===== src/rtl/strobe_pkg.sv =====
package strobe_pkg;

    localparam int OP_W = 3;

    typedef enum logic [OP_W-1:0] {
        OP_NONE      = 3'd0,
        OP_ARM_SYNC  = 3'd1,
        OP_READ      = 3'd2,
        OP_ARM_PI    = 3'd3,
        OP_DEV_RST   = 3'd4,
        OP_HALT      = 3'd5,
        OP_TEST_ONE  = 3'd6,
        OP_TEST_ZERO = 3'd7
    } op_e;

    typedef struct packed {
        logic armed;
        logic pend;
        logic test_on;
        logic test_val;
        logic test_pulse;
    } ctl_s;

    function automatic logic op_disarms(op_e op);
        return (op == OP_ARM_PI) || (op == OP_DEV_RST) || (op == OP_HALT);
    endfunction

    function automatic logic op_ends_test(op_e op);
        return (op == OP_DEV_RST) || (op == OP_HALT);
    endfunction

    function automatic logic op_is_test(op_e op);
        return (op == OP_TEST_ONE) || (op == OP_TEST_ZERO);
    endfunction

endpackage


===== src/rtl/strobe_rx.sv =====
module strobe_rx #(
    parameter int W      = 16,
    parameter int STAGES = 2
) (
    input  logic         clk,
    input  logic         rst,
    input  logic [W-1:0] pins,
    input  logic         sync_raw,
    input  logic         test_on,
    input  logic         test_val,
    input  logic         test_pulse,
    output logic [W-1:0] data_s,
    output logic         sync_edge
);
    localparam int LANE = W + 1;
    localparam int LAST = STAGES - 1;

    logic [LANE-1:0] rx_lane;
    logic [LANE-1:0] stage [STAGES];
    logic            sync_d;

    always_comb begin
        rx_lane[W-1:0] = test_on ? {W{test_val}} : pins;
        rx_lane[W]     = test_on ? test_pulse : sync_raw;
    end

    for (genvar i = 0; i < STAGES; i++) begin : g_stage
        if (i == 0) begin : g_first
            always_ff @(posedge clk) begin
                if (rst) stage[i] <= '0;
                else     stage[i] <= rx_lane;
            end
        end else begin : g_next
            always_ff @(posedge clk) begin
                if (rst) stage[i] <= '0;
                else     stage[i] <= stage[i-1];
            end
        end
    end

    always_ff @(posedge clk) begin
        if (rst) sync_d <= 1'b0;
        else     sync_d <= stage[LAST][W];
    end

    assign data_s    = stage[LAST][W-1:0];
    assign sync_edge = stage[LAST][W] & ~sync_d;


    edge_single_chk: assert property (@(posedge clk) disable iff (rst)
        sync_edge |=> !sync_edge);

endmodule


===== src/rtl/strobe_ctrl.sv =====
module strobe_ctrl
    import strobe_pkg::*;
(
    input  logic            clk,
    input  logic            rst,
    input  logic            cmd_valid,
    input  logic [OP_W-1:0] cmd_op,
    input  logic            host_accept,
    input  logic            sync_edge,
    output ctl_s            st,
    output logic            ready,
    output logic            capture
);
    op_e op;
    assign op = op_e'(cmd_op);

    assign ready   = st.armed & host_accept & ~st.pend;
    assign capture = sync_edge & ready;

    always_ff @(posedge clk) begin
        if (rst) begin
            st <= '0;
        end else begin
            st.test_pulse <= 1'b0;
            if (capture) st.pend <= 1'b1;
            if (cmd_valid) begin
                if (op == OP_ARM_SYNC) st.armed <= 1'b1;
                if (op == OP_READ) st.pend <= 1'b0;
                if (op_disarms(op)) begin
                    st.armed <= 1'b0;
                    st.pend  <= 1'b0;
                end
                if (op_ends_test(op)) st.test_on <= 1'b0;
                if (op_is_test(op)) begin
                    st.test_on    <= 1'b1;
                    st.test_val   <= (op == OP_TEST_ONE);
                    st.test_pulse <= 1'b1;
                end
            end
        end
    end


    ready_needs_arm_chk: assert property (@(posedge clk) disable iff (rst)
        ready |-> (st.armed && host_accept));


    capture_sets_irq_chk: assert property (@(posedge clk) disable iff (rst)
        (capture && !(cmd_valid && op_disarms(op))) |=> (st.pend && !ready));


    read_clears_chk: assert property (@(posedge clk) disable iff (rst)
        (cmd_valid && op == OP_READ) |=> !st.pend);


    disarm_clears_chk: assert property (@(posedge clk) disable iff (rst)
        (cmd_valid && op_disarms(op)) |=> (!st.armed && !st.pend && !ready));


    idle_edge_ignored_chk: assert property (@(posedge clk) disable iff (rst)
        (sync_edge && !ready && !cmd_valid) |=> $stable(st.pend));

endmodule


===== src/rtl/strobe_hold.sv =====
module strobe_hold #(
    parameter int W = 16
) (
    input  logic         clk,
    input  logic         rst,
    input  logic         hold,
    input  logic [W-1:0] data_in,
    output logic [W-1:0] data_q
);
    always_ff @(posedge clk) begin
        if (rst)       data_q <= '0;
        else if (!hold) data_q <= data_in;
    end


    held_stable_chk: assert property (@(posedge clk) disable iff (rst)
        hold |=> $stable(data_q));

endmodule


===== src/rtl/strobe_latch.sv =====
module strobe_latch
    import strobe_pkg::*;
#(
    parameter int W      = 16,
    parameter int STAGES = 2
) (
    input  logic            clk,
    input  logic            rst,
    input  logic            cmd_valid,
    input  logic [OP_W-1:0] cmd_op,
    input  logic            host_accept,
    input  logic [W-1:0]    in_points,
    input  logic            sync_in,
    output logic            ready,
    output logic [W-1:0]    rd_data,
    output logic            irq
);
    ctl_s         st;
    logic [W-1:0] data_s;
    logic         sync_edge;
    logic         capture;

    strobe_rx #(.W(W), .STAGES(STAGES)) u_rx (
        .clk       (clk),
        .rst       (rst),
        .pins      (in_points),
        .sync_raw  (sync_in),
        .test_on   (st.test_on),
        .test_val  (st.test_val),
        .test_pulse(st.test_pulse),
        .data_s    (data_s),
        .sync_edge (sync_edge)
    );

    strobe_ctrl u_ctrl (
        .clk        (clk),
        .rst        (rst),
        .cmd_valid  (cmd_valid),
        .cmd_op     (cmd_op),
        .host_accept(host_accept),
        .sync_edge  (sync_edge),
        .st         (st),
        .ready      (ready),
        .capture    (capture)
    );

    strobe_hold #(.W(W)) u_hold (
        .clk    (clk),
        .rst    (rst),
        .hold   (st.pend),
        .data_in(data_s),
        .data_q (rd_data)
    );

    assign irq = st.pend;


    irq_source_chk: assert property (@(posedge clk) disable iff (rst)
        $rose(irq) |-> $past(capture));

endmodule


===== config.mk =====
export PLATFORM = sky130hd
export DESIGN_NAME = strobe_latch
export DESIGN_NICKNAME = d
export VERILOG_FILES = /design/src/rtl/strobe_pkg.sv /design/src/rtl/strobe_rx.sv /design/src/rtl/strobe_ctrl.sv /design/src/rtl/strobe_hold.sv /design/src/rtl/strobe_latch.sv
export SDC_FILE = /design/constraint.sdc
export NUM_CORES = 1
export LEC_CHECK = 0
export BUFFER_PORTS_ARGS = -buffer_cell sky130_fd_sc_hd__buf_4
export CAP_MARGIN = 20
export CORE_AREA = 2 2 70 72
export CTS_BUF_LIST = sky130_fd_sc_hd__clkbuf_4
export DETAILED_ROUTE_END_ITERATION = 10
export DIE_AREA = 0 0 72 74
export GPL_ROUTABILITY_DRIVEN = 0
export HOLD_SLACK_MARGIN = 0.05
export PLACE_DENSITY = 0.7
export SYNTH_ARGS = -nofsm -noshare
export SYNTH_HDL_FRONTEND = slang
export SYNTH_HIERARCHICAL = 1
export SYNTH_SLANG_ARGS = --single-unit

===== constraint.sdc =====
create_clock -name clk -period 1.15 [get_ports clk]
set_input_delay 0.23 -clock clk [delete_from_list [all_inputs] [get_ports clk]]
set_output_delay 0.23 -clock clk [all_outputs]
set_load 0.05 [all_outputs]

==> qor.txt, run 1 <==
Final Slew Violations: 0
Vias/cell: 4.51
# DRC: 0
clock latency on the worst-skew pair: 360 ps
WL per Instance: 10.9 um
fill count: 425
htree depth: 2
DR vias: 1231
Critical Setup Path Class: reg -> out
gr usage total: 0.119
final setup skew: 12.1 ps
CP Cell Sequence: nor2_2 > buf_6
pre-CTS setup slack: 150 ps
Max clock buf depth: 2
vias in the first global route: 1091
R2R Path Start: u_ctrl/st[3]
top area cells in the synthesized netlist: dfxtp_1 56%, mux2i_1 8.5%, buf_4 6.0%, nor2b_1 5.9%, nand2b_1 5.0%
IO Port Bufs: 41
die height: 74 um
Seq/Total Area, Yosys: 0.561
drt first pass iters: 4
Worst R2R End: u_hold/data_q[11]
Max Fclk: 804 MHz
grt met2 use: 0.189
Iter 0 DRT Violations: 53
Final WS setup: -94.5 ps
final WL: 2.98 mm
Core ar.: 0.00460 mm2
slowest stage delay, CP: 390 ps
Yosys top cell area share: 0.561
Syn Area/Cell: 10.6 um2
hold wc startpoint: sync_in
Slew HR: 0.783
Die Wd: 72 um
worst hold path class: in -> reg
Fin. Hold Viols: 0
Setup crit start kind: register
Max Cap Violations: 0
Final nets: 242
leading area contributor after synthesis: dfxtp_1
CTS Root Cell: clkbuf_4
final setup fails: 1
Syn. warnings: 6
reg-to-reg slack, setup: 80 ps
most frequent cells in the layout: 38 x dfxtp_1, 28 x buf_4, 19 x nor2_1, 19 x a21oi_1, 19 x nor2b_1
failing checks: setup timing
crit end category: output port
commonest non-fill, non-tap cell in the layout: dfxtp_1
Worst-path clk slew: 140 ps
Hold Crit Depth: 3
Worst Path Arrival: 1010 ps
met1 Usage GRT: 0.150
RSZ-0062 raised after global routing: true
die area: 0.00533 mm2
total congestion overflow: 0
gr busiest metal: met2
routing usage on met3: 0.0298
Final period util: 1.08
Net Count, Synth: 213
CTS Buf Count: 5
maximum VDD drop: 0.662 mV
Antenna Nets Post-Route: 0
Initial Utilization: 0.435
leakage: 1.00 nW
Yosys cell types: 21
Synth Instances: 189
Max stage delay cell, worst path: dfxtp_4
Top-Level Pins: 42
largest net degree at the start of global routing: 33
# diodes: 0
R2R cell count: 4
HPWL Detailed: 2.05 mm
outcome: finished, violations left
crit-path max FO: 4
FF+latch count, synth: 56
# rows: 25
hold-critical path endpoint: u_rx/stage[0][16]
Synth-to-Final Area Change: 22.7%
minimum clock period: 1240 ps
WP data required: 920 ps
total power: 0.00336 W
Slew @ Worst Pin: 324 ps
CTS tree: done
layout cells sized above 1: 0.370
antenna violations before repair: 0
first-pass GRT wire length: 4.89 mm
TritonCTS Sinks: 56
PwrDens: 1370 mW/mm2
post-synthesis cell area: 0.00200 mm2
## what timing repair did
| action | CTS | global route |
|---|---|---|
| setup endpoints to repair | 16 | 15 |
| hold buffers | 0 | 0 |
| pin swaps | 0 | 0 |
| setup buffers | 2 | 2 |
| cloned | 0 | 0 |
| resized for setup | 28 | 14 |
## layout make-up
type                    count  area (um2)  area share
well taps                  54        67.6      0.0275
clock buffers               5        37.5      0.0153
repair buffers             49         495       0.202
multi-input cells         106         669       0.273
clock inverters             3        37.5      0.0153
flip-flops and latches     56        1150       0.467
## cells by family after synthesis
kind of cell    synth area share
flops                      0.561
mux                       0.0851
xor+xnor                 0.00438
simple gates               0.178
compound gates            0.0651
buf+inv                    0.107
## report_power, final
part	total, W	switching (W)	internal (W)
Combinational	0.000324	0.000157	0.000167
Sequential	0.00205	0.0000287	0.00202
Clock	0.000989	0.000544	0.000445
Total	0.00336	0.000730	0.00264
## worst max-delay path, delay by kind of cell, from the launching register on
| family | cells | cell delay, ps |
|---|---|---|
| buf+inv | 1 | 160 |
| flops | 1 | 390 |
| simple gates | 1 | 110 |
## state kept, by name, indices dropped and copies added (netlist names)
name	count
u_ctrl/st	5
u_rx/stage	34
u_hold/data_q	16
u_rx/sync_d	1
## metrics by stage
step	TNS [ps]	util	instances	hold WS, ps	instance area, um2
final	-94.5	0.534	273	88.7	2450
after global routing	-218	0.534	273	88.4	2450
after CTS	-119	0.523	271	75.7	2400
after detailed placement	0	0.486	261	423	2230
after global placement	0	0.486	261	417	2230
after floorplan	0	-	189	292	2010
## worst max path at each step
stage                 startpoint                end  cells past startpoint
global placement    u_ctrl/st[2]  u_rx/stage[0][11]                      2
finish              u_ctrl/st[3]              ready                      2
global route        u_ctrl/st[4]              ready                      3
CTS                 u_ctrl/st[3]              ready                      2
floorplan           u_ctrl/st[3]              ready                      1
detailed placement  u_ctrl/st[2]   u_rx/stage[0][5]                      2
## cell usage after synthesis
cell type and instances:
nor2b_1 19, mux2i_1 17, a21oi_1 19, nor2_1 20
a21oi_2 2, or2_0 1, a21bo_2 1, nand2b_1 16
buf_2 5, o21a_1 1, buf_4 16, buf_12 1
nand3_2 1, buf_6 4, nand2_1 5, dfxtp_1 56
nor3b_1 1, and4bb_2 1, xor2_1 1, buf_1 1
nand2_2 1
## layer usage
layer	wire length (um)	up-vias	share of wire
li1	-	648	-
met1	1340	551	0.45
met2	1440	25	0.48
met3	137	7	0.046
met4	63	0	0.021
met5	0	-	0
(Power assumes the default switching activity.)
==> run 2: changes to the inputs <==
--- a/config.mk
+++ b/config.mk
@@ -11,2 +11,3 @@
 export CTS_BUF_LIST = sky130_fd_sc_hd__clkbuf_4
+export CTS_CLUSTER_DIAMETER = 120
 export DETAILED_ROUTE_END_ITERATION = 10
@@ -16,2 +17,3 @@
 export PLACE_DENSITY = 0.7
+export SETUP_SLACK_MARGIN = 0.1
 export SYNTH_ARGS = -nofsm -noshare
--- a/constraint.sdc
+++ b/constraint.sdc
@@ -3,2 +3,2 @@
 set_output_delay 0.23 -clock clk [all_outputs]
-set_load 0.05 [all_outputs]
+set_load 0.005 [all_outputs]
==> qor.txt, run 2 (synthesis gave the netlist of run 1 again) <==
outcome: finished, violations left (unchanged)
failing checks: setup timing (unchanged)
Clock power frac: 0.309 (was 0.294)
Area after DPL: 0.00224 mm2 (was 0.00223 mm2)
Critical Setup Path Class: reg -> out (unchanged)
Final Slew Violations: 0 (unchanged)
IO Port Bufs: 41 (unchanged)
Top-Level Pins: 42 (unchanged)
die height: 74 um (unchanged)
Final Non-Filler Cells: 280 (was 273)
Max Fclk: 823 MHz (was 804 MHz)
Final period util: 1.06 (was 1.08)
biggest regs: u_rx/stage (34), u_hold/data_q (16), u_ctrl/st (5) (unchanged)
vias in the first global route: 1204 (was 1091)
# DRC: 0 (unchanged)
final setup fails: 2 (was 1)
sw frac: 0.213 (was 0.217)
CTS tree: done (unchanged)
Max clock buf depth: 2 (unchanged)
# rows: 25 (unchanged)
Setup crit start kind: register (unchanged)
Die Wd: 72 um (unchanged)
Slew HR: 0.854 (was 0.783)
R2R Path Start: u_ctrl/st[3] (unchanged)
hold buffers post-CTS: 0 (unchanged)
Slew @ Worst Pin: 218 ps (was 324 ps)
die area: 0.00533 mm2 (unchanged)
antenna violations before repair: 0 (unchanged)
multi-input combinational cell area: 672 um2 (was 669 um2)
Internal: 0.00265 W (was 0.00264 W)
final WL: 3.15 mm (was 2.98 mm)
PwrDens: 1330 mW/mm2 (was 1370 mW/mm2)
Placed Cells: 263 (was 261)
hold wc startpoint: sync_in (unchanged)
Hold Crit Depth: 3 (unchanged)
Worst R2R End: u_hold/data_q[4] (was u_hold/data_q[11])
number of flip-flops in the largest register: 34 (unchanged)
HPWL Detailed: 2.05 mm (about the same)
Worst Path Arrival: 990 ps (was 1010 ps)
total power: 0.00336 W (about the same)
largest net degree at the start of global routing: 19 (was 33)
# diodes: 0 (unchanged)
RSZ-0062 raised after global routing: true (unchanged)
combinational group share of total power: 0.082 (was 0.096)
Max Cap Violations: 0 (unchanged)
P_sw: 0.000718 W (was 0.000730 W)
commonest non-fill, non-tap cell in the layout: dfxtp_1 (unchanged)
Initial Utilization: 0.435 (unchanged)
Iter 0 DRT Violations: 63 (was 53)
hold-critical path endpoint: u_rx/stage[0][16] (unchanged)
worst hold path class: in -> reg (unchanged)
total congestion overflow: 0 (unchanged)
layout cells sized above 1: 0.398 (was 0.370)
Antenna Nets Post-Route: 0 (unchanged)
CTS Root Cell: clkbuf_4 (unchanged)
Vias/cell: 4.48 (was 4.51)
Fin. Hold Viols: 0 (unchanged)
crit end category: output port (unchanged)
most frequent cells in the layout: 37 x dfxtp_1, 34 x buf_4, 20 x nor2_1 (was 38 x dfxtp_1, 28 x buf_4, 19 x nor2_1, 19 x a21oi_1, 19 x nor2b_1)
clock latency on the worst-skew pair: 360 ps (about the same)
Synth-to-Final Area Change: 26.3% (was 22.7%)
design area: 0.00253 mm2 (was 0.00245 mm2)
Final nets: 249 (was 242)
maximum VDD drop: 0.665 mV (was 0.662 mV)
WP data required: 920 ps (about the same)
Core ar.: 0.00460 mm2 (unchanged)
WL per Instance: 11.3 um (was 10.9 um)
CTS Buf Count: 5 (unchanged)
Worst-path clk slew: 160 ps (was 140 ps)
R2R cell count: 4 (unchanged)
TritonCTS Sinks: 56 (unchanged)
sequential power share: 0.610 (about the same)
gr usage total: 0.125 (was 0.119)
reg-to-reg slack, setup: 160 ps (was 80 ps)
crit-path max FO: 3 (was 4)
drt first pass iters: 4 (unchanged)
Largest Register: u_rx/stage (unchanged)
DR vias: 1253 (was 1231)
leakage: 1.06 nW (was 1.00 nW)
first-pass GRT wire length: 5.11 mm (was 4.89 mm)
fill count: 431 (was 425)
Core Util, Final: 0.549 (was 0.534)
minimum clock period: 1220 ps (was 1240 ps)
htree depth: 2 (unchanged)
final setup skew: 12.3 ps (was 12.1 ps)
register area: 0.00115 mm2 (about the same)
Final WS setup: -65.8 ps (was -94.5 ps)
-- run 2: cell types whose count changed in the layout (fill, tap and decap cells not counted), moves of 2 or more --
| cell | delta |
|---|---|
| buf_6 | +5 |
| buf_4 | +6 |
| buf_8 | -6 |
| clkinv_1 | -2 |
-- run 2: worst max path at each step --
stage	from	endpoint	slack [ps]	cells after the start
4_1_cts	u_ctrl/st[4]	ready	-70	3
3_3_place_gp	u_ctrl/st[3]	u_hold/data_q[0]	190	3
3_5_place_dp	u_ctrl/st[3]	u_hold/data_q[0]	170	3
5_1_grt	u_ctrl/st[4]	ready	-130	3
6_report	u_ctrl/st[3]	irq	-70	2
2_1_floorplan	u_ctrl/st[3]	u_hold/data_q[10]	140	4
-- run 2: power groups by stage --
stage          Combinational, W  Clock (W)  Sequential (W)
2_1_floorplan          0.000164          0         0.00209
3_3_place_gp           0.000255          0         0.00209
3_5_place_dp           0.000258          0         0.00209
4_1_cts                0.000277    0.00107         0.00205
5_1_grt                0.000308    0.00116         0.00206
6_report               0.000275    0.00104         0.00205
-- run 2: final cells by class --
cell class,count,area share
repair buffers,56,0.221
multi-input cells,106,0.266
clock buffers,5,0.0149
flip-flops and latches,56,0.454
clock inverters,3,0.0168
well taps,54,0.0267
-- run 2: worst max-delay path, stage by stage (launching register included) --
cell,delay (ps)
dfxtp_4,390
buf_12,130
buf_6,110
-- run 2: per-layer routing --
| layer | GRT usage | vias up | share of wire |
|---|---|---|---|
| met5 | 0 | - | 0 |
| met4 | 0.0566 | 0 | 0.016 |
| met3 | 0.0352 | 4 | 0.044 |
| met2 | 0.214 | 25 | 0.49 |
| met1 | 0.146 | 561 | 0.45 |
| li1 | - | 663 | - |
-- run 2: repair_timing --
| action | CTS | global route |
|---|---|---|
| endpoints found under the setup margin | 18 | 48 |
| resized for setup | 37 | 6 |
| setup buffers | 8 | 0 |
| gates cloned | 0 | 1 |
-- run 2: per-stage QoR --
stage,TNS (ps),setup WS [ps],hold slack (ps)
final,-130,-65.8,93.4
after global routing,-249,-131,84.2
after CTS,-134,-70.1,72.9
after detailed placement,0,167,422
after global placement,0,192,418
after floorplan,0,137,292
==> run 3: changes to the inputs <==
Settings changed: CORE_AREA 2 2 70 72 to 5 5 73 75, DIE_AREA 0 0 72 74 to 0 0 78 80.
==> qor.txt, run 3 (synthesis gave the netlist of run 1 again) <==
Largest Register: u_rx/stage (unchanged)
R2R Path Start: u_ctrl/st[3] (unchanged)
Max clock buf depth: 2 (unchanged)
hold wc startpoint: sync_in (unchanged)
htree depth: 2 (unchanged)
CTS tree: done (unchanged)
Synth-to-Final Area Change: 22.4% (was 26.3%)
Initial Utilization: 0.435 (unchanged)
R2R cell count: 3 (was 4)
failing checks: setup timing (unchanged)
first-pass GRT wire length: 4.87 mm (was 5.11 mm)
DR vias: 1211 (was 1253)
Slew @ Worst Pin: 305 ps (was 218 ps)
final setup skew: 13.0 ps (was 12.3 ps)
CTS Root Cell: clkbuf_4 (unchanged)
Placed Cells: 262 (was 263)
WL per Instance: 11.2 um (was 11.3 um)
Iter 0 DRT Violations: 52 (was 63)
Vias/cell: 4.45 (was 4.48)
die height: 80 um (was 74 um)
final setup fails: 1 (was 2)
PwrDens: 1450 mW/mm2 (was 1330 mW/mm2)
Core ar.: 0.00460 mm2 (unchanged)
clock latency on the worst-skew pair: 360 ps (about the same)
Final Non-Filler Cells: 272 (was 280)
commonest non-fill, non-tap cell in the layout: dfxtp_1 (unchanged)
vias in the first global route: 1123 (was 1204)
reg-to-reg slack, setup: 220 ps (was 160 ps)
Slew HR: 0.796 (was 0.854)
layout cells sized above 1: 0.381 (was 0.398)
CP Cell Sequence: nor2_2 > buf_4 (was buf_12 > buf_6)
Max Fclk: 843 MHz (was 823 MHz)
Max stage delay cell, worst path: dfxtp_4 (unchanged)
CP delay by family, top: flip-flops (unchanged)
WP data required: 920 ps (about the same)
worst hold path class: in -> reg (unchanged)
slowest stage delay, CP: 390 ps (about the same)
Critical Setup Path Class: reg -> out (unchanged)
Final Slew Violations: 0 (unchanged)
total power: 0.00354 W (was 0.00336 W)
Hold Crit Depth: 3 (unchanged)
fill count: 417 (was 431)
CTS Buf Count: 5 (unchanged)
RSZ-0062 raised after global routing: true (unchanged)
Worst-path clk slew: 140 ps (was 160 ps)
Final Hold Slack: 90.5 ps (was 93.4 ps)
Fin. Hold Viols: 0 (unchanged)
# DRC: 0 (unchanged)
antenna violations before repair: 0 (unchanged)
Final period util: 1.03 (was 1.06)
HPWL Detailed: 2.17 mm (was 2.05 mm)
Final nets: 242 (was 249)
most frequent cells in the layout: 37 x dfxtp_1, 30 x buf_4, 19 x nor2_1, 19 x a21oi_1, 19 x nor2b_1 (was 37 x dfxtp_1, 34 x buf_4, 20 x nor2_1)
crit end category: output port (unchanged)
die area: 0.00624 mm2 (was 0.00533 mm2)
minimum clock period: 1190 ps (was 1220 ps)
Top-Level Pins: 42 (unchanged)
leakage: 1.01 nW (was 1.06 nW)
Setup crit start kind: register (unchanged)
Max Cap Violations: 0 (unchanged)
IO Port Bufs: 41 (unchanged)
Die Wd: 78 um (was 72 um)
biggest regs: u_rx/stage (34), u_hold/data_q (16), u_ctrl/st (5) (unchanged)
largest net degree at the start of global routing: 24 (was 19)
hold-critical path endpoint: u_rx/stage[0][16] (unchanged)
setup TNS: -36.7 ps (was -130 ps)
worst path bufs/invs: 1 (was 2)
# rows: 25 (unchanged)
Final WS setup: -36.7 ps (was -65.8 ps)
Worst R2R End: u_hold/data_q[13] (was u_hold/data_q[4])
gr usage total: 0.0994 (was 0.125)
Worst Path Arrival: 960 ps (was 990 ps)
# diodes: 0 (unchanged)
crit-path max FO: 5 (was 3)
TritonCTS Sinks: 56 (unchanged)
drt first pass iters: 4 (unchanged)
total congestion overflow: 0 (unchanged)
Antenna Nets Post-Route: 0 (unchanged)
number of flip-flops in the largest register: 34 (unchanged)
maximum VDD drop: 0.532 mV (was 0.665 mV)
outcome: finished, violations left (unchanged)
final WL: 3.06 mm (was 3.15 mm)
[run 3: changes by cell type in the layout (fill, tap and decap cells not counted)]
cell | previous run | this run
buf_16 | 1 | 0
buf_4 | 34 | 30
buf_6 | 17 | 16
bufinv_16 | 1 | 2
clkbuf_16 | 1 | 0
clkinv_2 | 1 | 0
clkinvlp_4 | 1 | 0
nand2_2 | 1 | 2
nand2_4 | 1 | 0
nor2_1 | 20 | 19
nor2_2 | 0 | 1
[run 3: tightest hold or removal path, stage by stage]
cell     delay (ps)
buf_4            80
mux2i_1          50
nor2_1           70
[run 3: power by group]
part	leakage (nW)	total [W]	internal, W	switching (W)
registers	0.469	0.00205	0.00202	0.0000287
logic	0.486	0.000266	0.000163	0.000103
clock network	0.0513	0.00122	0.000666	0.000554
[run 3: worst max-delay path by stage]
| stage | start | endpoint | slack [ps] | cells after the start |
|---|---|---|---|---|
| 2_1_floorplan | u_ctrl/st[3] | u_hold/data_q[10] | 140 | 4 |
| 4_1_cts | u_ctrl/st[3] | ready | -60 | 2 |
| 6_report | u_ctrl/st[3] | ready | -40 | 2 |
| 5_1_grt | u_ctrl/st[3] | ready | -80 | 2 |
| 3_5_place_dp | u_ctrl/st[3] | u_hold/data_q[1] | 150 | 3 |
| 3_3_place_gp | u_ctrl/st[3] | u_hold/data_q[0] | 170 | 3 |
[run 3: area by class of cell]
cell class	count	area, um2	share of cell area
clock inverters	2	60.1	0.0245
repair buffers	49	465	0.190
well taps	54	67.6	0.0276
clock buffers	5	37.5	0.0153
flip-flops and latches	56	1150	0.469
multi-input cells	106	669	0.274
[run 3: metal layers]
metal,vias to the layer above,GRT usage,part of all wire
li1,645,-,-
met1,532,0.105,0.43
met2,27,0.176,0.49
met3,7,0.0248,0.052
met4,0,0.0608,0.026
met5,-,0,0
[run 3: stage by stage]
stage | setup WS (ps) | cell area (um2) | utilization
global route | -79.2 | 2450 | 0.532
floorplan | 137 | 2000 | -
CTS | -56.9 | 2440 | 0.530
global placement | 173 | 2240 | 0.486
detailed placement | 148 | 2240 | 0.486
finish | -36.7 | 2450 | 0.532
[run 3: repair_timing]
action                                  in CTS  in global routing
hold buffers                                 0                  0
endpoints found under the setup margin      18                 34
gates resized for setup                     37                  1
setup buffers                                2                  1
